<file path="config.mk">
export PLATFORM = sky130hd
export DESIGN_NAME = prbs_gen
export DESIGN_NICKNAME = d
export VERILOG_FILES = /design/src/rtl/prbs_pkg.sv /design/src/rtl/prbs_word_step.sv /design/src/rtl/prbs_gen.sv
export SDC_FILE = /design/constraint.sdc
export NUM_CORES = 1
export LEC_CHECK = 0
export ABC_AREA = 0
export BUFFER_PORTS_ARGS = -buffer_cell sky130_fd_sc_hd__buf_2
export CAP_MARGIN = 25
export CORE_ASPECT_RATIO = 1.25
export CORE_MARGIN = 10
export CORE_UTILIZATION = 40
export DETAILED_ROUTE_END_ITERATION = 6
export GPL_ROUTABILITY_DRIVEN = 0
export HOLD_SLACK_MARGIN = 0.08
export PLACE_DENSITY = 0.7
export RECOVER_POWER = 25
export SLEW_MARGIN = 20
export SYNTH_ARGS = -nofsm -noshare
export SYNTH_HDL_FRONTEND = slang
export SYNTH_SLANG_ARGS = --single-unit
</file>
<file path="constraint.sdc">
create_clock -name clk -period 1.7 [get_ports clk]
set_clock_uncertainty 0.15 [all_clocks]
set_input_delay 0.085 -clock clk [delete_from_list [all_inputs] [get_ports clk]]
set_output_delay 0.085 -clock clk [all_outputs]
set_load 0.01 [all_outputs]
</file>
<file path="src/rtl/prbs_pkg.sv">
package prbs_pkg;

    localparam int HIST_W = 31;

    typedef logic [HIST_W-1:0] hist_t;

    typedef enum logic [1:0] {
        PAT_S7  = 2'd0,
        PAT_S23 = 2'd1,
        PAT_S31 = 2'd2,
        PAT_S31B = 2'd3
    } pat_e;

    localparam hist_t SEED_HIST = '1;

    // next sequence bit from the history, newest bit in position 0
    function automatic logic tap_bit(hist_t h, pat_e p);
        case (p)
            PAT_S7:  return h[6] ^ h[5];
            PAT_S23: return h[22] ^ h[17];
            default: return h[30] ^ h[27];
        endcase
    endfunction

    function automatic hist_t push_bit(hist_t h, logic b);
        return {h[HIST_W-2:0], b};
    endfunction

endpackage

</file>
<file path="src/rtl/prbs_word_step.sv">
module prbs_word_step
    import prbs_pkg::*;
#(
    parameter int WORD_W = 10
) (
    input  hist_t             hist_in,
    input  pat_e              pat,
    input  logic [WORD_W-1:0] rx_bits,
    input  logic              follow_rx,
    output logic [WORD_W-1:0] exp_bits,
    output logic [WORD_W-1:0] mism,
    output hist_t             hist_out
);

    always_comb begin
        hist_t h;
        logic  p;
        h        = hist_in;
        exp_bits = '0;
        mism     = '0;
        for (int i = WORD_W - 1; i >= 0; i--) begin
            p           = tap_bit(h, pat);
            exp_bits[i] = p;
            mism[i]     = p ^ rx_bits[i];
            h           = push_bit(h, follow_rx ? rx_bits[i] : p);
        end
        hist_out = h;
    end

endmodule

</file>
<file path="src/rtl/prbs_gen.sv">
module prbs_gen
    import prbs_pkg::*;
#(
    parameter int WORD_W = 10
) (
    input  logic              clk,
    input  logic              rst,
    input  pat_e              pat,
    input  logic              restart,
    input  logic              invert,
    output logic [WORD_W-1:0] word_out
);

    hist_t             state_q;
    hist_t             state_start;
    hist_t             state_nxt;
    logic [WORD_W-1:0] seq_bits;
    logic [WORD_W-1:0] unused_mism;

    assign state_start = restart ? SEED_HIST : state_q;

    prbs_word_step #(.WORD_W(WORD_W)) u_step (
        .hist_in   (state_start),
        .pat       (pat),
        .rx_bits   ('0),
        .follow_rx (1'b0),
        .exp_bits  (seq_bits),
        .mism      (unused_mism),
        .hist_out  (state_nxt)
    );

    always_ff @(posedge clk) begin
        if (rst) begin
            state_q  <= SEED_HIST;
            word_out <= '0;
        end else begin
            state_q  <= state_nxt;
            word_out <= seq_bits ^ {WORD_W{invert}};
        end
    end

endmodule

</file>
==> impl_metrics.ini <==
[grt]
overflow = 0
grt_usage_pct = 12.8
grt_pass1_wl_um = 7690
top_usage_layer = met2
first_global_vias = 1583
grt_max_degree = 39
grtUsageMet3_pct = 3.73
grtUsageMet2_pct = 21.0
grtUsageMet1_pct = 13.9
antenna_found_initial = 0

[clock_network]
h-tree-depth = 2
clock-sinks = 41
cts_buffers = 5
clock_latency_ns = 0.29
clk_pin_slew_worst_paths_ns = 0.08
root_buffer = clkbuf_8
cts.path.max_buffers = 2
cts_tree = yes

[timing]
timing.final.crit_period_ns = 1.68
fmax_mhz = 595
fin_ws_ns = 0.0204
hold_viol = 0
tightestPinTransition_ns = 0.611
setup_viol = 0
slew_headroom_pct = 59.3
post-route-period-util_pct = 98.8
slew_violations = 0
rsz0062_at_grt = yes

[placement]
hpwlAfterDp_um = 3380
dp_worst_setup_slack_ns = -0.201
place_inst = 282
portBuffers = 15

[flow_run]
cap_viol_max_count = 0

[worst_setup_path]
cp.required_ns = 1.74
crit_path_end_kind = flip-flop
worst-endpoint-arrival_ns = 1.72
rr_worst_depth = 5
start_kind = flip-flop
path_class = reg2reg
critPathMaxFanout = 3
r2r_start = state_q[4]
r2r_end = word_out[2]
reg2reg_slack_ns = 0.02

[min_path]
hold_class = in2reg
holdPathEnd = word_out[9]
worst_hold_path.num_cells = 4
min_from = invert

[floorplan]
core.rowCount = 27
die-area_um2 = 7760
core-area_um2 = 4430
io_pins = 16
dieHeight_um = 96.0
start_util_pct = 41.8
die_w_um = 80.8

[detailed_routing]
post-route-drc-count = 0
viasPerCell = 5.15
firstDrtPassIters = 4
ant_nets = 0
wl_per_cell_um = 15.6
vias = 1514
drt_iter0_markers = 90
drt-total-wl_um = 4580

[finish]
diodes = 0
multi_input_area_um2 = 1030
final_cells = 294
nets = 241
drive_gt1_share_pct = 36.4
n_fill_cell = 387
seqCellArea_um2 = 832
area_growth_pct = 29.4

[synthesis]
synth_seq_cells = 41
synth_area_per_cell_um2 = 9.94
synth_cells = 186
synth_nets = 192
synth_seq_area_share_pct = 44.4
synth_area_leaders = dfxtp_1, xnor2_1, or3_1
synth_area_um2 = 1850
yosys.area.top_type = dfxtp_1
synthDistinctLibCells = 40
yosysWarnings = 0
synth_top_area_share_pct = 44.4

[pwr]
p_leak_uw = 0.000947
ir_drop_mv = 0.355
p_per_area_nw_per_um2 = 865

[outcome]
status = finished clean
## power breakdown
group          total (uW)  switching, uW  internal (uW)
combinational         374            182            193
sequential           1060           40.9           1020
clock                 635            344            291
## cell type report
class / instances / area share [%]
well taps: 58 / 3.03
clock inverters: 3 / 0.941
flip-flops and latches: 41 / 34.8
repair buffers: 54 / 15.5
clock buffers: 5 / 2.88
multi-input cells: 133 / 42.9
## layout by cell type (no fill, tap or decap), types with 4 or more instances in the layout
cell,instances
xor2_1,14
buf_4,33
or3_1,21
dfxtp_1,34
xnor2_1,16
nor2_1,12
buf_2,14
nand2b_1,6
or2_2,4
a211o_1,5
clkbuf_8,5
dfxtp_2,6
o22ai_1,5
nand2_1,5
## cell usage after synthesis (all sizes together)
master,count
a2bb2oi,2
or2b,2
a22oi,2
dfxtp,41
a31oi,2
or3,23
a211oi,3
o21ai,3
a2111oi,1
o31ai,1
xnor2,18
a222oi,1
or2,4
nand2b,6
o2bb2ai,1
and2b,1
buf,5
nor4,2
mux2,3
clkdlybuf4s50,1
nand4,1
a311o,1
nor3b,2
and2,1
or3b,1
nor3,3
mux2i,3
nor2b,2
o22ai,6
a211o,5
xor2,15
o41ai,1
nand2,5
clkbuf,6
nor2,12
## worst max-delay path, cell delays in order, from the launching register on
cell and delay, ns:
dfxtp_2 0.34, xor2_1 0.16, a22oi_2 0.21, and2_4 0.19, mux2_4 0.30, a211o_1 0.23
## through the flow
stage                     utilization [%]  setup TNS [ns]  instance area, um^2  hold WS [ns]  total power (uW)
after global routing                 54.1          -0.245                 2390         0.138              2170
after global placement               49.6          -0.262                 2190         0.249              1430
final                                54.1               0                 2390        0.0926              2070
after CTS                            52.9         -0.0120                 2340        0.0868              2080
after detailed placement             49.6          -0.372                 2190         0.249              1430
after floorplan                         -          -0.262                 1860         0.172              1290
## timing repair
item,in CTS,in global routing
hold endpoints to repair,6,0
resized for setup,6,13
setup endpoints to repair,6,7
setup buffers,0,1
pin swaps,2,3
hold buffers,3,0
## kinds of logic after synthesis
| logic type | after synthesis | share of synthesized area, % |
|---|---|---|
| AND/OR/NAND/NOR | 65 | 20.8 |
| flip-flops | 41 | 44.4 |
| buffers and inverters | 12 | 3.92 |
| AO/OA/AOI/OAI | 29 | 11.8 |
| multiplexers | 6 | 3.45 |
| XOR/XNOR | 33 | 15.6 |
## metal layers
metal  wire length, um  vias to the layer above  share of wire (%)
met2              2290                       40                 50
met3               190                       18                4.2
li1                  -                      752                  -
met5                 0                        -                  0
met4               214                        0                4.7
met1              1880                      704                 41
## sequential cells by signal, indices dropped and copies added, names as in the netlist
| register | count |
|---|---|
| state_q | 31 |
| word_out | 10 |
## worst max-delay path by stage
stage	from	endpoint	cells past startpoint
floorplan	state_q[14]	state_q[0]	4
global placement	pat[1]	word_out[2]	6
detailed placement	pat[1]	word_out[2]	6
CTS	state_q[5]	word_out[2]	5
global route	state_q[26]	state_q[1]	6
finish	state_q[4]	word_out[2]	5
Note: power is estimated with default switching activity, not from simulation.
